## config.mk

```make
export PLATFORM = sky130hd
export DESIGN_NAME = adcseq_top
export DESIGN_NICKNAME = d
export VERILOG_FILES = /design/src/rtl/adcseq_pkg.sv /design/src/rtl/adcseq_tick.sv /design/src/rtl/adcseq_ctrl.sv /design/src/rtl/adcseq_shift.sv /design/src/rtl/adcseq_odpad.sv /design/src/rtl/adcseq_top.sv
export SDC_FILE = /design/constraint.sdc
export NUM_CORES = 1
export LEC_CHECK = 0
export ABC_AREA = 1
export BUFFER_PORTS_ARGS = -buffer_cell sky130_fd_sc_hd__buf_2
export CORE_ASPECT_RATIO = 0.75
export CORE_MARGIN = 2
export CORE_UTILIZATION = 45
export DETAILED_ROUTE_END_ITERATION = 10
export GPL_ROUTABILITY_DRIVEN = 1
export PLACE_DENSITY = 0.72
export REMOVE_ABC_BUFFERS = 1
export SYNTH_ARGS = -nofsm -noshare
export SYNTH_HDL_FRONTEND = slang
export SYNTH_SLANG_ARGS = --single-unit
```

## constraint.sdc

```tcl
create_clock -name clk_i -period 1.8 [get_ports clk_i]
set_clock_uncertainty 0.2 [all_clocks]
set_input_delay 0.18 -clock clk_i [delete_from_list [all_inputs] [get_ports clk_i]]
set_output_delay 0.18 -clock clk_i [all_outputs]
set_load 0.1 [all_outputs]
```

## src/rtl/adcseq_pkg.sv

```systemverilog
package adcseq_pkg;
  typedef enum logic [1:0] {ST_IDLE, ST_ACTIVE, ST_GAP} seq_state_t;
  localparam int CFG_BITS    = 5;
  localparam int SETTLE_PER  = 1;
endpackage

```

## src/rtl/adcseq_tick.sv

```systemverilog
module adcseq_tick #(
  parameter int DIV_HALF = 2
) (
  input  logic clk_i,
  input  logic rst_n_i,
  input  logic run_i,
  output logic tick_o
);
  localparam int CW = (DIV_HALF > 1) ? $clog2(DIV_HALF) : 1;
  logic [CW-1:0] cnt_q;

  assign tick_o = run_i && (cnt_q == CW'(DIV_HALF - 1));

  always_ff @(posedge clk_i) begin
    if (!rst_n_i || !run_i || tick_o) cnt_q <= '0;
    else                               cnt_q <= cnt_q + 1'b1;
  end
endmodule

```

## src/rtl/adcseq_ctrl.sv

```systemverilog
module adcseq_ctrl
  import adcseq_pkg::*;
#(
  parameter int RES_BITS    = 8,
  parameter int GAP_PERIODS = 1
) (
  input  logic clk_i,
  input  logic rst_n_i,
  input  logic req_valid_i,
  input  logic tick_i,
  output logic ready_o,
  output logic accept_o,
  output logic run_o,
  output logic selected_o,
  output logic sclk_hi_o,
  output logic fall_o,
  output logic sample_o,
  output logic finish_o
);
  localparam int PERIODS   = CFG_BITS + SETTLE_PER + RES_BITS;
  localparam int PW        = $clog2(PERIODS);
  localparam int GAP_TICKS = 2 * GAP_PERIODS;
  localparam int GW        = $clog2(GAP_TICKS + 1);

  seq_state_t    state_q;
  logic          sclk_hi_q;
  logic [PW-1:0] period_q;
  logic [GW-1:0] gap_q;
  logic          rise;

  assign ready_o    = (state_q == ST_IDLE);
  assign accept_o   = ready_o && req_valid_i;
  assign run_o      = (state_q != ST_IDLE);
  assign selected_o = (state_q == ST_ACTIVE);
  assign sclk_hi_o  = sclk_hi_q;
  assign rise       = selected_o && tick_i && !sclk_hi_q;
  assign fall_o     = selected_o && tick_i && sclk_hi_q;
  assign sample_o   = rise && (period_q >= PW'(CFG_BITS + SETTLE_PER));
  assign finish_o   = fall_o && (period_q == PW'(PERIODS - 1));

  always_ff @(posedge clk_i) begin
    if (!rst_n_i) begin
      state_q   <= ST_IDLE;
      sclk_hi_q <= 1'b0;
      period_q  <= '0;
      gap_q     <= '0;
    end else begin
      unique case (state_q)
        ST_IDLE: if (accept_o) begin
          state_q   <= ST_ACTIVE;
          sclk_hi_q <= 1'b0;
          period_q  <= '0;
        end
        ST_ACTIVE: if (tick_i) begin
          if (!sclk_hi_q) begin
            sclk_hi_q <= 1'b1;
          end else begin
            sclk_hi_q <= 1'b0;
            if (finish_o) begin
              state_q <= ST_GAP;
              gap_q   <= '0;
            end else begin
              period_q <= period_q + 1'b1;
            end
          end
        end
        ST_GAP: if (tick_i) begin
          if (gap_q == GW'(GAP_TICKS - 1)) state_q <= ST_IDLE;
          else                             gap_q   <= gap_q + 1'b1;
        end
        default: state_q <= ST_IDLE;
      endcase
    end
  end
endmodule

```

## src/rtl/adcseq_shift.sv

```systemverilog
module adcseq_shift
  import adcseq_pkg::*;
#(
  parameter int CH_BITS      = 2,
  parameter int RES_BITS     = 8,
  parameter bit SINGLE_ENDED = 1'b1
) (
  input  logic                clk_i,
  input  logic                rst_n_i,
  input  logic                load_i,
  input  logic [CH_BITS-1:0]  chan_i,
  input  logic                fall_i,
  input  logic                sample_i,
  input  logic                finish_i,
  input  logic                miso_i,
  output logic                dout_lvl_o,
  output logic [RES_BITS-1:0] result_o,
  output logic                done_o
);
  logic [CFG_BITS-1:0] cfg_word;
  logic [CFG_BITS-1:0] cfg_q;
  logic [RES_BITS-1:0] res_q;

  always_comb begin
    cfg_word                 = '0;
    cfg_word[CFG_BITS-1]     = 1'b1;
    cfg_word[CFG_BITS-2]     = SINGLE_ENDED;
    cfg_word[CH_BITS-1:0]    = chan_i;
  end

  assign dout_lvl_o = cfg_q[CFG_BITS-1];

  always_ff @(posedge clk_i) begin
    if (!rst_n_i) begin
      cfg_q    <= '1;
      res_q    <= '0;
      result_o <= '0;
      done_o   <= 1'b0;
    end else begin
      if (load_i)      cfg_q <= cfg_word;
      else if (fall_i) cfg_q <= {cfg_q[CFG_BITS-2:0], 1'b1};
      if (sample_i)    res_q <= {res_q[RES_BITS-2:0], miso_i};
      if (finish_i)    result_o <= res_q;
      done_o <= finish_i;
    end
  end
endmodule

```

## src/rtl/adcseq_odpad.sv

```systemverilog
module adcseq_odpad #(
  parameter int N = 3
) (
  input  logic [N-1:0] level_i,
  output logic [N-1:0] pull_o
);
  for (genvar i = 0; i < N; i++) begin : g_pad
    assign pull_o[i] = ~level_i[i];
  end
endmodule

```

## src/rtl/adcseq_top.sv

```systemverilog
module adcseq_top #(
  parameter int DIV_HALF     = 2,
  parameter int GAP_PERIODS  = 1,
  parameter int CH_BITS      = 2,
  parameter int RES_BITS     = 8,
  parameter bit SINGLE_ENDED = 1'b1
) (
  input  logic                clk_i,
  input  logic                rst_n_i,
  input  logic                req_valid_i,
  output logic                req_ready_o,
  input  logic [CH_BITS-1:0]  req_chan_i,
  output logic                sclk_pull_o,
  output logic                csn_pull_o,
  output logic                mosi_pull_o,
  input  logic                miso_i,
  output logic [RES_BITS-1:0] result_o,
  output logic                done_o
);
  logic tick, accept, run, selected, sclk_hi, fall, sample, finish, dout_lvl;
  logic [2:0] pad_pull;

  adcseq_tick #(.DIV_HALF(DIV_HALF)) tick_i (
    .clk_i(clk_i), .rst_n_i(rst_n_i), .run_i(run), .tick_o(tick)
  );

  adcseq_ctrl #(.RES_BITS(RES_BITS), .GAP_PERIODS(GAP_PERIODS)) ctrl_i (
    .clk_i(clk_i), .rst_n_i(rst_n_i), .req_valid_i(req_valid_i), .tick_i(tick),
    .ready_o(req_ready_o), .accept_o(accept), .run_o(run), .selected_o(selected),
    .sclk_hi_o(sclk_hi), .fall_o(fall), .sample_o(sample), .finish_o(finish)
  );

  adcseq_shift #(.CH_BITS(CH_BITS), .RES_BITS(RES_BITS), .SINGLE_ENDED(SINGLE_ENDED)) shift_i (
    .clk_i(clk_i), .rst_n_i(rst_n_i), .load_i(accept), .chan_i(req_chan_i),
    .fall_i(fall), .sample_i(sample), .finish_i(finish), .miso_i(miso_i),
    .dout_lvl_o(dout_lvl), .result_o(result_o), .done_o(done_o)
  );

  adcseq_odpad #(.N(3)) pad_i (
    .level_i({sclk_hi, ~selected, dout_lvl}),
    .pull_o(pad_pull)
  );

  assign sclk_pull_o = pad_pull[2];
  assign csn_pull_o  = pad_pull[1];
  assign mosi_pull_o = pad_pull[0];
endmodule

```

# Yosys cells after proc, flatten, opt, wreduce, memory -nomap -nowiden

Index checks and enable logic that the tools add are counted.

Register bits: 32
Input bits: 6
Output and inout port bits: 13

Multiplexer cells: 24
$add $sub $neg: 3
Reductions and logical operators: 22
Eq/ne operators: 12
Order comparisons: 1
Bitwise logic cells: 3

Operator list:

| operator            | count |
|---|---|
| $mux 2              | 11 |
| $mux 4              | 4 |
| $reduce_and 6->1    | 2 |
| $ne 2x1->1 const B  | 4 |
| $ne 2x2->1 const B  | 4 |
| $pmux 4 s2          | 1 |
| $reduce_bool 2->1   | 4 |
| $logic_and 1x1->1   | 7 |
| $mux 3              | 2 |
| $pmux 2 s3          | 1 |
| $reduce_and 5->1    | 1 |
| $add 4x1->4 const B | 1 |
| $eq 2x1->1 const B  | 2 |
| $eq 4x4->1 const B  | 1 |
| $ge 4x3->1 const B  | 1 |
| $pmux 2 s2          | 1 |
| $logic_not 1->1     | 3 |
| $mux 1              | 3 |
| $not 1->1           | 3 |
| $reduce_and 3->1    | 1 |
| $add 2x1->2 const B | 1 |
| $eq 2x2->1 const B  | 1 |
| $logic_not 2->1     | 1 |
| $logic_or 1x1->1    | 2 |
| 3 further kinds     | 3 |

# Logic depth before layout (Yosys ltp)

Depth after elaboration: 9
Depth in mapped cells: 9
Depth with buffers taken out: 9

# Hierarchy

A second synthesis with hierarchy kept.

Cell total of the unflattened synthesis: 202
Area, all modules: 1,442.6 um2

Modules (own cells, without submodules):

| module       | instances | area each (um2) | cells an instance |
|---|---|---|---|
| adcseq_shift | 1         | 784.5           | 101 |
| adcseq_ctrl  | 1         | 605.6           | 92 |
| adcseq_tick  | 1         | 37.5            | 5 |
| adcseq_odpad | 1         | 11.3            | 3 |
| adcseq_top   | 1         | 3.8             | 1 |

# Worst setup path before layout

No wires, ideal clock.

Path type: reg2reg
Start: register ctrl_i.state_q[0]
End: register ctrl_i.period_q[1]
Slack: -0.328 ns
Path buffers: 0
Cell stages (with the launch flop): 9
Period minus slack after synthesis: 2.128 ns
Arrival: 1.817 ns
Path through: dfxtp_1 > nor2_2 > nand2_4 > nand2_4 > inv_4 > nor2_4 > nand2_2 > nand2_1 > nor2_1

Elaborated cells on any way between the ends: 15

RTL lines:

| what                              | RTL line          | RTL |
|---|---|---|
| from (decl)                       | adcseq_ctrl.sv:25 | `seq_state_t state_q;` |
| from (signal assigned)            | adcseq_ctrl.sv:43 | `state_q <= ST_IDLE;` |
| from (signal assigned)            | adcseq_ctrl.sv:50 | `state_q <= ST_ACTIVE;` |
| from (signal assigned)            | adcseq_ctrl.sv:60 | `state_q <= ST_GAP;` |
| $logic_not 2->1 *                 | adcseq_ctrl.sv:31 | `assign ready_o = (state_q == ST_IDLE);` |
| via req_ready_o                   | adcseq_top.sv:11  | `output logic req_ready_o,` |
| $logic_and 1x1->1                 | adcseq_ctrl.sv:32 | `assign accept_o = ready_o && req_valid_i;` |
| $ne 2x2->1 (no source line)       | -                 |  |
| $reduce_and 5->1 (no source line) | -                 |  |
| to (signal assigned)              | adcseq_ctrl.sv:63 | `period_q <= period_q + 1'b1;` |
| to (decl)                         | adcseq_ctrl.sv:27 | `logic [PW-1:0] period_q;` |

Mark *: on every way through the listed nets, which the timed path passes. The rest lies on a longest branch.
A chain may end at the register's enable or synchronous reset.

# Worst setup path after layout

Start: register ctrl_i.state_q[0]
End: output port req_ready_o

Cells in the longest elaborated chain, start to end: 1

RTL lines:

| what            | RTL line |
|---|---|
| $logic_not 2->1 | adcseq_ctrl.sv:31 |
| to (decl)       | adcseq_top.sv:11 |

No other way between the ends.

==> results.py <==
metrics = {
    "logic_synthesis": {
        "synthMostInstantiatedCell": "nor2_1",
        "ys_ff_latch": 32,
        "postSynthAreaPerCell_um2": 7.85,
        "synth-edff-count": 0,
        "postSynth.asyncResetShare_pct": 0,
        "synth_top_cell_by_area": "dfxtp_1",
        "synth.area.top_cells": "dfxtp_1 (46%), nor2_1 (11%), o21ai_0 (6.1%)",
        "ys.flop_type": "dfxtp_1",
        "syn_inst": 177,
        "synth_area_mm2": 0.00139,
        "synth_top_area_share_pct": 46.1,
        "ys_types": 28,
        "synth_seq_area_share_pct": 46.1,
        "synth_commonest_cells": "nor2_1 (41), dfxtp_1 (32), nand2_1 (21)",
        "yosys_warnings": 0,
    },
    "placed_design": {
        "gpl.final_weighted_congestion": 0.958,
        "port_buffers": 18,
        "placed_cell_area_mm2": 0.00154,
        "pre_cts_ws_ps": 159,
        "dpl.hpwl_um": 2180,
        "dp.cells": 233,
    },
    "timing": {
        "relSlewSlack_pct": 67.8,
        "tightest_slew_ps": 487,
        "finalHoldViolCount": 0,
        "finalCritPeriodShare_pct": 94.3,
        "timing.fmax_ghz": 0.589,
        "setup_viol": 0,
        "post-route-min-period_ps": 1700,
        "slew_viol_final": 0,
        "rsz0062_at_grt": "false",
        "setup_tns_ps": 0,
        "worst_slack_ps": 102,
    },
    "power_and_ir_drop": {
        "net-switching-power_uw": 673,
        "seqPwrFrac_pct": 43.0,
        "p_clk_share_pct": 29.1,
        "p_sw_share_pct": 35.2,
        "leakage_nw": 0.780,
        "powerDensity_mw_per_mm2": 1150,
        "combPwrFrac_pct": 27.9,
        "ir_worst_vdd_mv": 0.408,
        "p_int_mw": 1.24,
    },
    "hold_path": {
        "hp-class": "in -> reg",
    },
    "layout": {
        "num_antenna_cells": 0,
        "postLayoutCellArea_mm2": 0.00167,
        "area_delta_synth_final_pct": 19.9,
        "fin_cells": 244,
        "drive_gt1_share_pct": 23.8,
        "finalNetCount": 215,
    },
    "worst_setup_path": {
        "crit_type": "reg -> out",
        "required_ps": 1420,
        "cp-start-kind": "flip-flop",
        "crit_fanout": 5,
        "end_kind": "output port",
        "regToRegSetupSlack_ps": 200,
        "cp.arrival_ps": 1320,
    },
    "die": {
        "die_w_um": 68.2,
        "die_y_um": 52.1,
        "start_util_pct": 47.3,
        "die_area_mm2": 0.00355,
        "placeableCoreArea_mm2": 0.00294,
        "io_pins": 19,
        "std_cell_rows": 17,
    },
    "drt": {
        "wl_met2_um": 1380,
        "viasPerCell": 5.03,
        "ant_nets": 0,
        "wl_um": 2890,
        "drtIter0Drc": 65,
        "wl_met1_um": 1330,
        "first_pass_iters": 4,
        "wl_met3_um": 143,
        "highest_layer": "met4",
        "post_drt_wl_per_cell_um": 11.8,
        "drc": 0,
        "dr_total_vias": 1227,
    },
    "clock_tree": {
        "cts_max_level": 2,
        "cts_tree": "yes",
        "cts_made_buffers": 5,
        "root_buffer": "clkbuf_8",
        "insertion_delay_ps": 280,
        "cts_max_path_buffers": 2,
        "cts_setup_buffers": 0,
        "cts.sinks": 32,
        "cts.clk_slew.worst_paths_ps": 60,
    },
    "grt": {
        "antenna_found_initial": 0,
        "grt_use_total_pct": 18.9,
        "grt_pass1_wl_um": 4830,
        "grt_overflow": 0,
        "grt_pass1_vias": 1128,
        "grt_max_degree": 22,
    },
    "outcome": {
        "status": "finished, final reports clean",
    },
    "job": {
        "drv_cap": 0,
    },
}
## final timing paths
kind,from,endpoint,cells past startpoint
setup / recovery,ctrl_i.state_q[0],req_ready_o,2
hold / removal,req_valid_i,ctrl_i.state_q[0],3
setup reg to reg,ctrl_i.period_q[0],ctrl_i.period_q[3],7
hold reg to reg,shift_i.cfg_q[4],shift_i.cfg_q[4],2
## worst max-delay path: stages, from the launching register on
cell and delay (ps):
dfxtp_1 370, nor2_2 210, buf_2 460
## repair_timing
| item | CTS | global route |
|---|---|---|
| gates resized for setup | 0 | 1 |
| endpoints found under the hold margin | 3 | 0 |
| hold buffers | 3 | 0 |
| endpoints found under the setup margin | 0 | 2 |
## cell families after synthesis
group,after synthesis,synth area share [%]
simple gates,85,29.2
xor+xnor,1,0.631
buf+inv,22,6.94
flops,32,46.1
fa+ha+maj,4,3.60
compound gates,33,13.5
## layout by cell type, fill, tap and decap left out
cell and count:
nor2_1 41, dfxtp_1 31, nand2_1 21, o21ai_0 17, buf_2 17, inv_1 13, nand3_1 8, a21oi_1 7
clkbuf_8 6, inv_2 4, ha_1 4, nand2_4 3, nand2_2 3, dlygate4sd3_1 3, buf_4 3, nor2_2 2
inv_4 2, o211ai_1 2, nor2_4 2, a21oi_2 2, o21ai_2 2, or2_1 2, clkbuf_1 2, nand4_4 1
nor3_1 1, nand4_1 1, o22ai_1 1, xnor2_1 1, o21ai_1 1, a31oi_1 1, dfxtp_2 1, buf_12 1
## power groups by stage
| stage | clock [mW] | sequential [mW] | combinational [mW] |
|---|---|---|---|
| floorplan | 0 | 0.824 | 0.414 |
| global placement | 0 | 0.830 | 0.510 |
| detailed placement | 0 | 0.836 | 0.532 |
| CTS | 0.569 | 0.821 | 0.539 |
| finish | 0.557 | 0.823 | 0.534 |
| global route | 0.603 | 0.829 | 0.592 |
## area by class of cell
cell class                      count  area [um2]
Fill cell                         274        1270
Timing Repair Buffer               24         158
Tap cell                           38        47.5
Clock buffer                        8        90.1
Sequential cell                    32         642
Multi-Input combinational cell    123         652
Inverter                           19        76.3
## state kept, by name (all words and copies together) (netlist names)
signal            flops
shift_i.res_q         8
shift_i.result_o      8
shift_i.cfg_q         5
ctrl_i.period_q       4
ctrl_i.gap_q          2
ctrl_i.state_q        2
ctrl_i.sclk_hi_o      1
shift_i.done_o        1
tick_i.cnt_q          1
## routing by layer
| metal | GRT usage [%] | vias to the layer above |
|---|---|---|
| li1 | - | 622 |
| met1 | 23.1 | 564 |
| met2 | 30.1 | 35 |
| met3 | 7.14 | 6 |
| met4 | 7.00 | 0 |
| met5 | 0 | - |
## per-stage QoR
step / util, % / hold slack, ps / total power [mW]
floorplan: - / 48.9 / 1.24
detailed placement: 52.6 / 219 / 1.37
global placement: 52.6 / 207 / 1.34
finish: 56.7 / 38.8 / 1.91
global route: 56.7 / 46.6 / 2.02
CTS: 56.7 / 31.2 / 1.93
Power figures use the tool's default switching activity.
